**config.mk**
```make
export PLATFORM = sky130hd
export DESIGN_NAME = lldma_chain
export DESIGN_NICKNAME = d
export VERILOG_FILES = /design/src/rtl/lldma_pkg.sv /design/src/rtl/lldma_desc_store.sv /design/src/rtl/lldma_trig.sv /design/src/rtl/lldma_engine.sv /design/src/rtl/lldma_chain.sv
export SDC_FILE = /design/constraint.sdc
export NUM_CORES = 1
export LEC_CHECK = 0
export ABC_AREA = 1
export BUFFER_PORTS_ARGS = -buffer_cell sky130_fd_sc_hd__buf_2
export CAP_MARGIN = 30
export CORE_ASPECT_RATIO = 0.9
export CORE_MARGIN = 8
export CORE_UTILIZATION = 45
export CTS_CLUSTER_SIZE = 24
export DETAILED_ROUTE_END_ITERATION = 10
export SETUP_SLACK_MARGIN = 0.4
export SYNTH_ARGS = -nofsm -noshare
export SYNTH_HDL_FRONTEND = slang
export SYNTH_HIERARCHICAL = 1
export SYNTH_SLANG_ARGS = --single-unit
```
**constraint.sdc**
```tcl
create_clock -name clk -period 7.16 [get_ports clk]
set_clock_uncertainty 0.1 [all_clocks]
set_input_delay 1.074 -clock clk [delete_from_list [all_inputs] [get_ports clk]]
set_output_delay 1.074 -clock clk [all_outputs]
set_load 0.03 [all_outputs]
```
**src/rtl/lldma_pkg.sv**
```systemverilog
// Shared sizes and types for the descriptor-chain copy channel.
package lldma_pkg;
    localparam int ADDR_W = 16;
    localparam int DATA_W = 32;
    localparam int LEN_W  = 8;
    localparam int DESC_N = 8;
    localparam int PTR_W  = $clog2(DESC_N);

    typedef struct packed {
        logic [ADDR_W-1:0] src;
        logic [ADDR_W-1:0] dst;
        logic [LEN_W-1:0]  len;
        logic [PTR_W-1:0]  nxt;
    } desc_t;

    typedef enum logic [2:0] {
        ST_IDLE, ST_FETCH, ST_WAIT, ST_RD, ST_WR, ST_ACK
    } state_t;
endpackage

```
**src/rtl/lldma_desc_store.sv**
```systemverilog
// Descriptor store: DESC_N register entries, one write port, one
// combinational read port. Assumes writes happen while the channel is idle.
module lldma_desc_store
    import lldma_pkg::*;
(
    input  logic             clk,
    input  logic             rst_n,
    input  logic             wr_en,
    input  logic [PTR_W-1:0] wr_idx,
    input  desc_t            wr_desc,
    input  logic [PTR_W-1:0] rd_idx,
    output desc_t            rd_desc
);
    desc_t entry [DESC_N];

    for (genvar g = 0; g < DESC_N; g++) begin : g_entry
        // Hold one descriptor, cleared on reset.
        always_ff @(posedge clk) begin
            if (!rst_n)
                entry[g] <= '0;
            else if (wr_en && wr_idx == PTR_W'(g))
                entry[g] <= wr_desc;
        end
    end

    assign rd_desc = entry[rd_idx];
endmodule

```
**src/rtl/lldma_trig.sv**
```systemverilog
// Trigger front end: selects one of NTRIG lines, detects its rising
// edge, and holds one pending trigger. A further trigger while one is
// already pending sets a sticky overrun. Assumes sel is stable while en.
module lldma_trig #(
    parameter int NTRIG = 16,
    localparam int SEL_W = $clog2(NTRIG)
) (
    input  logic             clk,
    input  logic             rst_n,
    input  logic             en,
    input  logic             flush,
    input  logic             clr_ovr,
    input  logic             consume,
    input  logic [SEL_W-1:0] sel,
    input  logic [NTRIG-1:0] lines,
    output logic             pending,
    output logic             overrun
);
    logic prev_q;
    logic edge_w;

    assign edge_w = en && lines[sel] && !prev_q;

    // Remember the previous level of the selected line.
    always_ff @(posedge clk) begin
        if (!rst_n) prev_q <= 1'b0;
        else        prev_q <= lines[sel];
    end

    // Pending trigger: set on an edge, cleared when consumed, flushed or idle.
    always_ff @(posedge clk) begin
        if (!rst_n || flush || !en) pending <= 1'b0;
        else                        pending <= (pending && !consume) || edge_w;
    end

    // Sticky overrun when an edge meets an unconsumed pending trigger.
    always_ff @(posedge clk) begin
        if (!rst_n || clr_ovr)                 overrun <= 1'b0;
        else if (edge_w && pending && !consume) overrun <= 1'b1;
    end

    a_r9_overrun_needs_pending: assert property (@(posedge clk) disable iff (!rst_n)
        $rose(overrun) |-> $past(pending));
    a_r12_idle_drops_pending: assert property (@(posedge clk) disable iff (!rst_n)
        !en |=> !pending);
endmodule

```
**src/rtl/lldma_engine.sv**
```systemverilog
// Channel sequencer: fetches a descriptor, waits for a pending trigger,
// copies the block word by word (read, then write), writes the
// acknowledge mask, and follows the next link until it is 0.
// Assumes read data returns one cycle after a read request.
module lldma_engine
    import lldma_pkg::*;
(
    input  logic              clk,
    input  logic              rst_n,
    input  logic              start,
    input  logic              abort,
    input  logic [PTR_W-1:0]  head_ptr,
    input  logic [ADDR_W-1:0] ack_addr,
    input  logic [DATA_W-1:0] ack_mask,
    input  logic              pending,
    output logic              consume,
    output logic [PTR_W-1:0]  desc_idx,
    input  desc_t             desc_in,
    output logic              mem_req,
    output logic              mem_we,
    output logic [ADDR_W-1:0] mem_addr,
    output logic [DATA_W-1:0] mem_wdata,
    input  logic [DATA_W-1:0] mem_rdata,
    output logic              busy,
    output logic              complete
);
    state_t           state;
    desc_t            cur;
    logic [PTR_W-1:0] ptr;
    logic [LEN_W-1:0] cnt;
    logic             last_word;

    assign busy      = (state != ST_IDLE);
    assign desc_idx  = ptr;
    assign consume   = (state == ST_WAIT) && pending;
    assign last_word = (LEN_W'(cnt + 1'b1) == cur.len);

    // Main state sequence with abort taking priority.
    always_ff @(posedge clk) begin
        if (!rst_n || abort) begin
            state <= ST_IDLE;
        end else begin
            unique case (state)
                ST_IDLE:  if (start) state <= ST_FETCH;
                ST_FETCH: state <= ST_WAIT;
                ST_WAIT:  if (pending) state <= (cur.len == '0) ? ST_ACK : ST_RD;
                ST_RD:    state <= ST_WR;
                ST_WR:    state <= last_word ? ST_ACK : ST_RD;
                ST_ACK:   state <= (cur.nxt == '0) ? ST_IDLE : ST_FETCH;
                default:  state <= ST_IDLE;
            endcase
        end
    end

    // Descriptor pointer and working copy of the current descriptor.
    always_ff @(posedge clk) begin
        if (!rst_n) begin
            ptr <= '0;
            cur <= '0;
        end else begin
            if (state == ST_IDLE && start) ptr <= head_ptr;
            else if (state == ST_ACK)      ptr <= cur.nxt;
            if (state == ST_FETCH)         cur <= desc_in;
        end
    end

    // Word counter within the current block.
    always_ff @(posedge clk) begin
        if (!rst_n || state == ST_FETCH) cnt <= '0;
        else if (state == ST_WR)         cnt <= cnt + 1'b1;
    end

    // Completion flag: set at a null link, cleared by start or abort.
    always_ff @(posedge clk) begin
        if (!rst_n || abort)                            complete <= 1'b0;
        else if (state == ST_IDLE && start)             complete <= 1'b0;
        else if (state == ST_ACK && cur.nxt == '0)      complete <= 1'b1;
    end

    // Memory port drive per state.
    always_comb begin
        mem_req   = 1'b0;
        mem_we    = 1'b0;
        mem_addr  = '0;
        mem_wdata = '0;
        unique case (state)
            ST_RD: begin
                mem_req  = 1'b1;
                mem_addr = cur.src + ADDR_W'(cnt);
            end
            ST_WR: begin
                mem_req   = 1'b1;
                mem_we    = 1'b1;
                mem_addr  = cur.dst + ADDR_W'(cnt);
                mem_wdata = mem_rdata;
            end
            ST_ACK: begin
                mem_req   = 1'b1;
                mem_we    = 1'b1;
                mem_addr  = ack_addr;
                mem_wdata = ack_mask;
            end
            default: ;
        endcase
    end

    a_r1_idle_quiet: assert property (@(posedge clk) disable iff (!rst_n)
        !busy |-> !mem_req);
    a_r2_wait_quiet: assert property (@(posedge clk) disable iff (!rst_n)
        (state == ST_WAIT && !pending && !abort) |=> !mem_req);
    a_r3_write_after_read: assert property (@(posedge clk) disable iff (!rst_n)
        (state == ST_WR) |-> $past(mem_req && !mem_we));
    a_r6_complete_after_ack: assert property (@(posedge clk) disable iff (!rst_n)
        $rose(complete) |-> $past(mem_req && mem_we && mem_addr == ack_addr && mem_wdata == ack_mask));
    a_r10_abort_idles: assert property (@(posedge clk) disable iff (!rst_n)
        abort |=> !busy && !mem_req);
endmodule

```
**src/rtl/lldma_chain.sv**
```systemverilog
// Top: descriptor store, trigger front end and sequencer of one
// trigger-paced descriptor-chain copy channel.
module lldma_chain
    import lldma_pkg::*;
#(
    parameter int NTRIG = 16,
    localparam int SEL_W = $clog2(NTRIG)
) (
    input  logic              clk,
    input  logic              rst_n,
    input  logic              start,
    input  logic              abort,
    input  logic [PTR_W-1:0]  head_ptr,
    input  logic [SEL_W-1:0]  trig_idx,
    input  logic [NTRIG-1:0]  trig_in,
    input  logic [ADDR_W-1:0] ack_addr,
    input  logic [DATA_W-1:0] ack_mask,
    input  logic              dwr_en,
    input  logic [PTR_W-1:0]  dwr_idx,
    input  logic [ADDR_W-1:0] dwr_src,
    input  logic [ADDR_W-1:0] dwr_dst,
    input  logic [LEN_W-1:0]  dwr_len,
    input  logic [PTR_W-1:0]  dwr_next,
    output logic              mem_req,
    output logic              mem_we,
    output logic [ADDR_W-1:0] mem_addr,
    output logic [DATA_W-1:0] mem_wdata,
    input  logic [DATA_W-1:0] mem_rdata,
    output logic              busy,
    output logic              complete,
    output logic              overrun
);
    desc_t            wr_desc;
    desc_t            rd_desc;
    logic [PTR_W-1:0] rd_idx;
    logic             pending;
    logic             consume;
    logic             start_ok;

    assign wr_desc  = '{src: dwr_src, dst: dwr_dst, len: dwr_len, nxt: dwr_next};
    assign start_ok = start && !busy;

    lldma_desc_store u_store (
        .clk     (clk),
        .rst_n   (rst_n),
        .wr_en   (dwr_en),
        .wr_idx  (dwr_idx),
        .wr_desc (wr_desc),
        .rd_idx  (rd_idx),
        .rd_desc (rd_desc)
    );

    lldma_trig #(.NTRIG(NTRIG)) u_trig (
        .clk     (clk),
        .rst_n   (rst_n),
        .en      (busy),
        .flush   (abort),
        .clr_ovr (start_ok),
        .consume (consume),
        .sel     (trig_idx),
        .lines   (trig_in),
        .pending (pending),
        .overrun (overrun)
    );

    lldma_engine u_eng (
        .clk       (clk),
        .rst_n     (rst_n),
        .start     (start),
        .abort     (abort),
        .head_ptr  (head_ptr),
        .ack_addr  (ack_addr),
        .ack_mask  (ack_mask),
        .pending   (pending),
        .consume   (consume),
        .desc_idx  (rd_idx),
        .desc_in   (rd_desc),
        .mem_req   (mem_req),
        .mem_we    (mem_we),
        .mem_addr  (mem_addr),
        .mem_wdata (mem_wdata),
        .mem_rdata (mem_rdata),
        .busy      (busy),
        .complete  (complete)
    );
endmodule

```
# [Word-level counts from Yosys, hierarchy flattened]
# Memories as Yosys holds them, arrays and structs flattened. A register that Yosys moved wholly into a read port is not among the register bits.
# Cells that the tools add are included.
[word_totals] register_bits=18 latch_bits=0 ram_bits=344 rom_bits=0 input_bits=154 output_inout_bits=53 word_cells=119 n_memories=1
[mem_list] name="u_store.entry" words=8 width=43 read_ports=1 rd_clocked_by_memory_dff=1 wr=8 line="lldma_desc_store.sv:14" rtl="desc_t entry [DESC_N];"
[op_classes] n_addsub=3 multipliers=0 n_div=0 magnitude_cmp=1 eq_ne=15 n_shift=0 muxes=47 bitwise_logic=8 n_reduce_logical=37
[ops] operator="$mux W43" count=8
[ops] operator="$pmux W32 S2" count=1
[ops] operator="$pmux W16 S3" count=1
[ops] operator="$add A16 B8 Y16" count=2
[ops] operator="$mux W1" count=29
[ops] operator="$eq A3 B3 Y1 const B" count=6
[ops] operator="$mux W3" count=6
[ops] operator="$pmux W3 S6" count=1
[ops] operator="$logic_and A1 B1 Y1" count=17
[ops] operator="$eq A3 B2 Y1 const B" count=4
[ops] operator="$logic_not A3 Y1" count=3
[ops] operator="$add A8 B1 Y8 const B" count=1
[ops] operator="$eq A8 B8 Y1" count=1
[ops] operator="$logic_not A8 Y1" count=1
[ops] operator="$or A1 B1 Y1" count=8
[ops] operator="$eq A3 B1 Y1 const B" count=2
[ops] operator="$logic_not A1 Y1" count=5
[ops] operator="$logic_or A1 B1 Y1" count=5
[ops] operator="$lt A4 B5 Y1 const B" count=1
[ops] operator="$bmux W1 S4" count=1
[ops] operator="$ne A2 B2 Y1 const B" count=2
[ops] operator="$reduce_or A2 Y1" count=2
[ops] operator="$reduce_bool A3 Y1" count=1
[ops] operator="$reduce_or A3 Y1" count=1
[ops] operator="2 further kinds" count=2

# [Logic depth before layout (Yosys ltp)]
# Gate-level depths: netlist of run 1.
[depth] word_depth=6 depth_mapped=20 depth_no_buf=17

# [Cells and area by module]
# The synthesis of run 1 kept the hierarchy.
[modules_own_cells] module="lldma_desc_store" instances=1 cells_each=1942 area_each_um2=16717.3 seq_area_each_um2=10329.9
[modules_own_cells] module="lldma_engine" instances=1 cells_each=557 area_each_um2=3657.3 seq_area_each_um2=1161.1
[modules_own_cells] module="lldma_trig" instances=1 cells_each=67 area_each_um2=381.6 seq_area_each_um2=60.1
[modules_own_cells] module="lldma_chain" instances=1 cells_each=2 area_each_um2=10.0 seq_area_each_um2=0.0

# [Worst setup path before layout of run 1]
# OpenSTA, ideal clock, no wires.
[synth_path] kind="input port to flip-flop" from="input port dwr_en" to="memory u_store/entry[7][0] (netlist name), enable pin" arrival_ns=4.194 t_required_ns=6.557 slack_ns=2.363 cell_stages=2 cell_sequence="nand2_1 o21ai_0"
[synth_lines] item="start: declaration" line="lldma_chain.sv:18" rtl="input logic dwr_en,"
[synth_lines] item="end: declaration" line="lldma_desc_store.sv:14"

# [Worst setup path in the final report of run 1]
[layout_path] from="register u_eng.state[1]" to="output port mem_addr[12]"
[layout_between] elab_chain_len=2 elab_cells_between_ends=4 cone_classes="3 x eq/ne; 1 x mux"
[layout_lines] item="start: declaration" line="lldma_engine.sv:27" rtl="state_t state;"
[layout_lines] item="start signal: assignment" line="lldma_engine.sv:46" rtl="ST_WAIT: if (pending) state <= (cur.len == '0) ? ST_ACK : ST_RD;"
[layout_lines] item="start signal: assignment" line="lldma_engine.sv:48" rtl="ST_WR: state <= last_word ? ST_ACK : ST_RD;"
[layout_lines] item="start signal: assignment" line="lldma_engine.sv:49" rtl="ST_ACK: state <= (cur.nxt == '0) ? ST_IDLE : ST_FETCH;"
[layout_lines] item="$eq A3 B3 Y1 / $eq A3 B2 Y1 (equally long branches)" line="lldma_engine.sv:86" rtl="unique case (state)"
[layout_lines] item="$pmux W16 S3 (*)" line="lldma_engine.sv:86"
[layout_lines] item="end: declaration" line="lldma_chain.sv:26" rtl="output logic [ADDR_W-1:0] mem_addr,"
# Mark *: on every way between the ends. The rest lies on a longest branch, timed or not.

==> results.rst, run 1 <==
.. list-table::
   :header-rows: 1

   * - Metric
     - Value
   * - Min cycle time layout
     - 4720 ps
   * - Global-route total usage across every layer
     - 0.228
   * - P_sw
     - 1430 uW
   * - Power per cell area
     - 238 nW/um2
   * - First-pass detailed-route iteration total
     - 6
   * - Net count of the finished layout
     - 2881
   * - Worst reg-to-reg setup slack
     - 4150 ps
   * - Clk slew on worst S/H paths
     - 60 ps
   * - Number of buffers added to fix hold violations after cts
     - 0
   * - CTS tree
     - built
   * - Worst reg2reg path depth
     - 8
   * - Remaining DRCs
     - 0
   * - Post-CTS Setup Bufs
     - 0
   * - Number of synthesized register bits
     - 405
   * - Cell accounting for the most synthesized area
     - edfxtp_1
   * - HPWL reported at the end of detailed placement
     - 36.1 mm
   * - Pin count of the biggest net entering global routing
     - 81
   * - Destination of the critical timing path
     - mem_addr[12]
   * - Area share of the largest cell type after synthesis
     - 0.497
   * - Clock Root Buffer
     - clkbuf_16
   * - Violation count after the first detailed-routing iteration
     - 1373
   * - Final hold viol count
     - 0
   * - Via count of the first global-routing pass
     - 16.4k
   * - Final Slew Violations
     - 0
   * - Area added between synthesis and finish
     - 13.5%
   * - Wire length of the first global-routing pass
     - 95.0 mm
   * - Startpoint Class
     - flip-flop
   * - Sequential-to-total area share from yosys stat
     - 0.556
   * - Clock Power Share
     - 0.387
   * - Actual slew at the worst max-slew pin
     - 988 ps
   * - Area occupied by registers
     - 11600 um2
   * - Number of failing setup endpoints in the final timing report
     - 0
   * - Cell with the most instances after synthesis
     - nand2_1
   * - Area of the mapped netlist
     - 20800 um2
   * - Vias per cell
     - 5.05
   * - Gate power share
     - 0.120
   * - Vias
     - 17.0k
   * - Critical path class
     - flip-flop to primary output
   * - Net Sw Frac
     - 0.256
   * - Syn. warnings
     - 6
   * - Site row count
     - 74
   * - CTS buffer count
     - 44
   * - Synth area leaders
     - edfxtp_1, nand2_1, inv_1
   * - Antenna-violating nets left
     - 0
   * - Internal power
     - 4170 uW
   * - Global route overflow
     - 0
   * - Peak Freq
     - 212 MHz
   * - Path category of the worst min-delay check
     - flip-flop to flip-flop
   * - Number of gates resized after cts
     - 0
   * - Worst reg2reg path startpoint
     - u_eng/desc_idx[1]$_SDFFE_PN0P_
   * - Mapped Cells
     - 2568
   * - CP arrival
     - 3540 ps
   * - RSZ-0062 raised after global routing
     - no
   * - Fraction of final layout cells with drive strength greater than 1
     - 0.128
   * - Port-buffer cells
     - 206
   * - Max H-tree Level
     - 2
   * - Core footprint
     - 45500 um2
   * - Worst path required time
     - 5990 ps
   * - Clock Latency Late Sink
     - 560 ps
   * - Setup Total Neg Slack
     - 0 ps
   * - Starting density of the core
     - 0.457
   * - Drt wl/cell
     - 18.5 um
   * - Top-level I/O count
     - 207
   * - Total Routed Length
     - 62.1 mm
   * - Die ar.
     - 53300 um2
   * - Area used by multi-input combinational logic
     - 6860 um2
   * - Filler cell count
     - 4258
   * - Number of antenna violations at the first check in global routing
     - 0
   * - Reported max-cap violation count
     - 0
   * - Proportion of register bits with asynchronous set or reset after synthesis
     - 0
   * - Highest ir drop seen on vdd
     - 0.145 mV
   * - Net count after synthesis
     - 2734
   * - Die boundary height
     - 220 um
   * - Post-Synthesis Mean Instance Area
     - 8.09 um2
   * - Number of flops mapped to enable cells by yosys
     - 344
   * - Most used standard cells in the synthesized netlist
     - nand2_1, inv_1, nor2_1
   * - Worst hold slack across all endpoints
     - 359 ps
   * - Fraction of the cycle the final worst path needs
     - 0.659
   * - Global placer's final weighted congestion
     - 0.946
   * - Max Fanout on Critical Path
     - 41
   * - CTS Sinks
     - 405
   * - Width of the die
     - 242 um
   * - Share of total power in sequential cells
     - 0.493
   * - Worst max-slew margin expressed relative to the limit
     - 0.341
   * - Result of the run
     - completed
   * - Max clock buf depth
     - 3
   * - Post-synthesis cell type count
     - 38
   * - First element of the critical path
     - u_eng/state[1]$_SDFFE_PP0P_
   * - Leakage power figure
     - 0.0115 uW
   * - Crit path capture type
     - primary output
   * - Top_reg_cell synth
     - edfxtp_1
   * - Final Total Pwr
     - 5600 uW
   * - Reg2Reg Capture Point
     - u_eng/cur[3]$_SDFFE_PN0P_
## routing by layer
layer | up-vias | share of wire | track usage
met5 | - | 0 | 0
met4 | 0 | 0.028 | 0.0683
met3 | 84 | 0.080 | 0.0425
met2 | 673 | 0.44 | 0.367
met1 | 7931 | 0.45 | 0.312
li1 | 8273 | - | -
## metrics by stage
step	utilization	setup slack, ps	cell area [um2]	instances
2_1_floorplan	-	2360	20800	2568
3_3_place_gp	0.488	3070	22200	3277
3_5_place_dp	0.488	3040	22200	3277
4_1_cts	0.518	2450	23600	3357
5_1_grt	0.518	2100	23600	3357
6_report	0.519	2440	23600	3358
## worst max-delay path, stage by stage, from the launching register on
cell	delay, ps
dfxtp_1	370
nor2_2	190
nand2_4	270
nand2_1	130
o21ai_0	90
ha_1	240
fa_1	430
nand3_1	90
nand2_1	90
a21oi_1	220
o21ai_0	170
nand3_1	170
inv_1	60
a21oi_1	120
nand2_1	70
nand2_1	60
buf_2	190
## flip-flops by register name, summed over array words and instances, names as in the netlist
register	cells
u_eng/cnt	8
u_eng/complete	1
u_eng/cur	43
u_eng/desc_idx	3
u_eng/state	3
u_store/entry	344
u_trig/overrun	1
u_trig/pending	1
u_trig/prev_q	1
## power by group through the flow
stage	clock network, uW	logic (uW)	registers, uW
after detailed placement	0	664	2810
after global placement	0	656	2810
after CTS	2210	669	2760
final	2170	670	2760
after floorplan	0	441	2790
after global routing	2300	750	2780
## placed cells by master, fill, tap and decap left out, drive strengths merged
| cell | instances |
|---|---|
| nor3 | 3 |
| diode | 1 |
| and2 | 1 |
| clkinv | 16 |
| a21oi | 49 |
| o211ai | 4 |
| a32o | 2 |
| inv | 481 |
| clkbuf | 65 |
| ha | 11 |
| buf | 228 |
| a22o | 34 |
| dfxtp | 61 |
| o21a | 1 |
| o21ai | 80 |
| a31oi | 3 |
| bufinv | 1 |
| edfxtp | 344 |
| nand2 | 717 |
| nor2 | 410 |
| o21bai | 4 |
| or2 | 2 |
| fa | 1 |
| nand3 | 224 |
| nand4 | 4 |
| xor2 | 2 |
| nand3b | 1 |
## cell type report
cell class / count / share of cell area
clock inverters: 15 / 0.00372
inverters: 483 / 0.0773
well taps: 608 / 0.0323
clock buffers: 65 / 0.0545
flip-flops and latches: 405 / 0.490
repair buffers: 228 / 0.0507
multi-input cells: 1553 / 0.291
diodes: 1 / 0.000106
## worst min-delay path by stage
stage / depth (start not counted) / end / slack [ps] / from
2_1_floorplan: 2 / u_eng/cur[11]$_SDFFE_PN0P_ / 320 / u_eng/cur[11]$_SDFFE_PN0P_
3_3_place_gp: 2 / u_eng/cur[11]$_SDFFE_PN0P_ / 340 / u_eng/cur[11]$_SDFFE_PN0P_
3_5_place_dp: 2 / u_eng/cur[25]$_SDFFE_PN0P_ / 350 / u_eng/cur[25]$_SDFFE_PN0P_
4_1_cts: 2 / u_eng/cur[25]$_SDFFE_PN0P_ / 360 / u_eng/cur[25]$_SDFFE_PN0P_
5_1_grt: 2 / u_eng/cur[25]$_SDFFE_PN0P_ / 380 / u_eng/cur[25]$_SDFFE_PN0P_
6_report: 2 / u_eng/cur[25]$_SDFFE_PN0P_ / 360 / u_eng/cur[25]$_SDFFE_PN0P_
## logic make-up after synthesis
family / Yosys count / share of synthesized area
AO/OA/AOI/OAI: 177 / 0.0515
XOR/XNOR: 2 / 0.000844
adder cells (fa/ha/maj): 12 / 0.00759
buffers and inverters: 610 / 0.117
flip-flops: 405 / 0.556
AND/OR/NAND/NOR: 1362 / 0.267
Note: power is estimated with default switching activity, not from simulation.
==> run 2, diff against run 1 <==
--- a/config.mk
+++ b/config.mk
@@ -13,6 +13,7 @@
 export CORE_UTILIZATION = 45
 export CTS_CLUSTER_SIZE = 24
 export DETAILED_ROUTE_END_ITERATION = 10
+export PLACE_DENSITY = 0.66
 export SETUP_SLACK_MARGIN = 0.4
 export SYNTH_ARGS = -nofsm -noshare
 export SYNTH_HDL_FRONTEND = slang
==> constraint.sdc (replaced) <==
create_clock -name clk -period 4.3 [get_ports clk]
set_clock_uncertainty 0.1 [all_clocks]
set_input_delay 0.645 -clock clk [delete_from_list [all_inputs] [get_ports clk]]
set_output_delay 0.645 -clock clk [all_outputs]
set_load 0.03 [all_outputs]
==> results.rst, run 2 (synthesis gave the netlist of run 1 again) <==
.. list-table::
   :header-rows: 1

   * - Metric
     - Value
   * - Worst path bufs/invs
     - 2
   * - Area added between synthesis and finish
     - 14.8%
   * - Site row count
     - 74
   * - Drt wl/cell
     - 17.9 um
   * - Vias per cell
     - 5.07
   * - Crit path max-delay family
     - simple AND/OR/NAND/NOR gates
   * - Global-route total usage across every layer
     - 0.222
   * - Largest regs
     - u_store/entry (344), u_eng/cur (43), u_eng/cnt (8)
   * - Startpoint Class
     - flip-flop
   * - Starting density of the core
     - 0.457
   * - Vias
     - 17.1k
   * - Slowest cell on the critical path
     - dfxtp_2
   * - Most used cell along the critical path
     - nand2_1
   * - Max clock buf depth
     - 3
   * - RSZ-0062 raised after global routing
     - no
   * - Critical path class
     - flip-flop to primary output
   * - Setup Total Neg Slack
     - 0 ps
   * - Result of the run
     - completed
   * - Fraction of the cycle the final worst path needs
     - 0.861
   * - Violation count after the first detailed-routing iteration
     - 1496
   * - Final Slew Violations
     - 0
   * - Final cell utilization of the core
     - 0.524
   * - Max H-tree Level
     - 2
   * - Highest ir drop seen on vdd
     - 0.287 mV
   * - Width of the die
     - 242 um
   * - Clock Root Buffer
     - clkbuf_16
   * - Clock Latency Late Sink
     - 570 ps
   * - Path category of the worst min-delay check
     - input pin to flip-flop
   * - Final hold viol count
     - 0
   * - Crit path cell chain
     - nor2_4 -> nand2_8 -> nand2_1 -> o21ai_0 -> ha_1 -> fa_2 -> nand3_1 -> nand2_1 -> a21oi_2 -> o21ai_1 -> nand3_2 -> inv_1 -> a21oi_1 -> nand2_1 -> nand2_1 -> buf_4
   * - Max Fanout on Critical Path
     - 13
   * - Worst path required time
     - 3560 ps
   * - Number of antenna violations at the first check in global routing
     - 1
   * - Number of buffers added to fix hold violations after cts
     - 0
   * - Total Routed Length
     - 60.3 mm
   * - Global route overflow
     - 0
   * - Remaining DRCs
     - 0
   * - Clk slew on worst S/H paths
     - 60 ps
   * - Pin count of the biggest net entering global routing
     - 174
   * - Final Total Pwr
     - 9390 uW
   * - Largest Register
     - u_store/entry
   * - Crit path capture type
     - primary output
   * - Worst hold slack across all endpoints
     - 251 ps
   * - Peak Freq
     - 270 MHz
   * - Max FFs per register
     - 344
   * - Global placer's final weighted congestion
     - 0.877
   * - HPWL reported at the end of detailed placement
     - 37.6 mm
   * - CTS tree
     - built
   * - Net count of the finished layout
     - 2906
   * - Via count of the first global-routing pass
     - 16.6k
   * - Core footprint
     - 45500 um2
   * - Final Instance Count excl. Fillers
     - 3378
   * - CTS Sinks
     - 405
   * - Fraction of final layout cells with drive strength greater than 1
     - 0.139
   * - Most frequent standard cell in the layout excluding fill and tap cells
     - nand2_1
   * - Count of placed standard cells including taps
     - 3298
   * - Power per cell area
     - 394 nW/um2
   * - Die ar.
     - 53300 um2
   * - Antenna-violating nets left
     - 0
   * - Largest stage delay on the critical path
     - 370 ps
   * - Commonest non-fill, non-tap cells in the layout
     - nand2_1, inv_1, nor2_1, edfxtp_1, nand3_1
   * - Actual slew at the worst max-slew pin
     - 1010 ps
   * - Die boundary height
     - 220 um
   * - Leakage power figure
     - 0.0117 uW
   * - Number of failing setup endpoints in the final timing report
     - 0
   * - Reported max-cap violation count
     - 0
   * - Min cycle time layout
     - 3700 ps
   * - Top-level I/O count
     - 207
   * - CTS buffer count
     - 45
   * - CP arrival
     - 2960 ps
   * - Worst max-slew margin expressed relative to the limit
     - 0.324
   * - Port-buffer cells
     - 206
   * - First-pass detailed-route iteration total
     - 7
   * - Wire length of the first global-routing pass
     - 93.1 mm
run 2: cell types whose count changed in the layout (fill, tap and decap cells not counted), sizes merged:
cell	delta
inv	+1
bufinv	-1
clkbuf	-1
buf	+23
clkinv	-3
nand2	+1
run 2: worst min-delay path, delay by kind of cell:
kind	cells	cell delay [ps]
buffers and inverters	1	100
and+or+nand+nor	3	130
run 2: path summary, 6_finish.rpt:
kind	start	endpoint	slack, ps	cells past startpoint
setup / recovery	u_eng/state[1]$_SDFFE_PP0P_	mem_addr[12]	600	16
hold / removal	abort	u_trig/pending$_SDFF_PP0_	250	4
setup reg to reg	u_eng/desc_idx[1]$_SDFFE_PN0P_	u_eng/cur[35]$_SDFFE_PN0P_	1790	8
hold reg to reg	u_eng/cur[14]$_SDFFE_PN0P_	u_eng/cur[14]$_SDFFE_PN0P_	360	2
run 2: repair_timing:
item	4_1_cts	5_1_grt
gates cloned	1	0
setup buffers	1	1
pin swaps	4	3
setup endpoints to repair	5	6
resized for setup	8	4
endpoints found under the hold margin	0	0
run 2: report_power, final:
group | switching [uW] | internal [uW]
clock | 1520 | 2110
sequential | 73.1 | 4510
combinational | 839 | 336
run 2: through the flow:
stage                     setup slack, ps  cell area (um2)
final                                 596            23800
after CTS                             456            23800
after detailed placement              772            22400
after global placement                786            22400
after floorplan                       670            20800
after global routing                  405            23800
run 2: area by class of cell:
cell class / count / area (um2)
clock buffer: 64 / 1310
antenna: 1 / 2.50
sequential: 405 / 11600
tap: 608 / 761
fill: 4208 / 21600
inverter: 483 / 1820
clock inverter: 12 / 58.8
multi-input combinational: 1554 / 6860
timing repair buffer: 251 / 1460
run 2: per-layer routing:
layer / up-vias / global-route usage / routed length (um)
met5: - / 0 / 0
met4: 0 / 0.0733 / 1640
met3: 91 / 0.0505 / 5810
met2: 741 / 0.365 / 27300
met1: 7989 / 0.289 / 25500
li1: 8316 / - / -
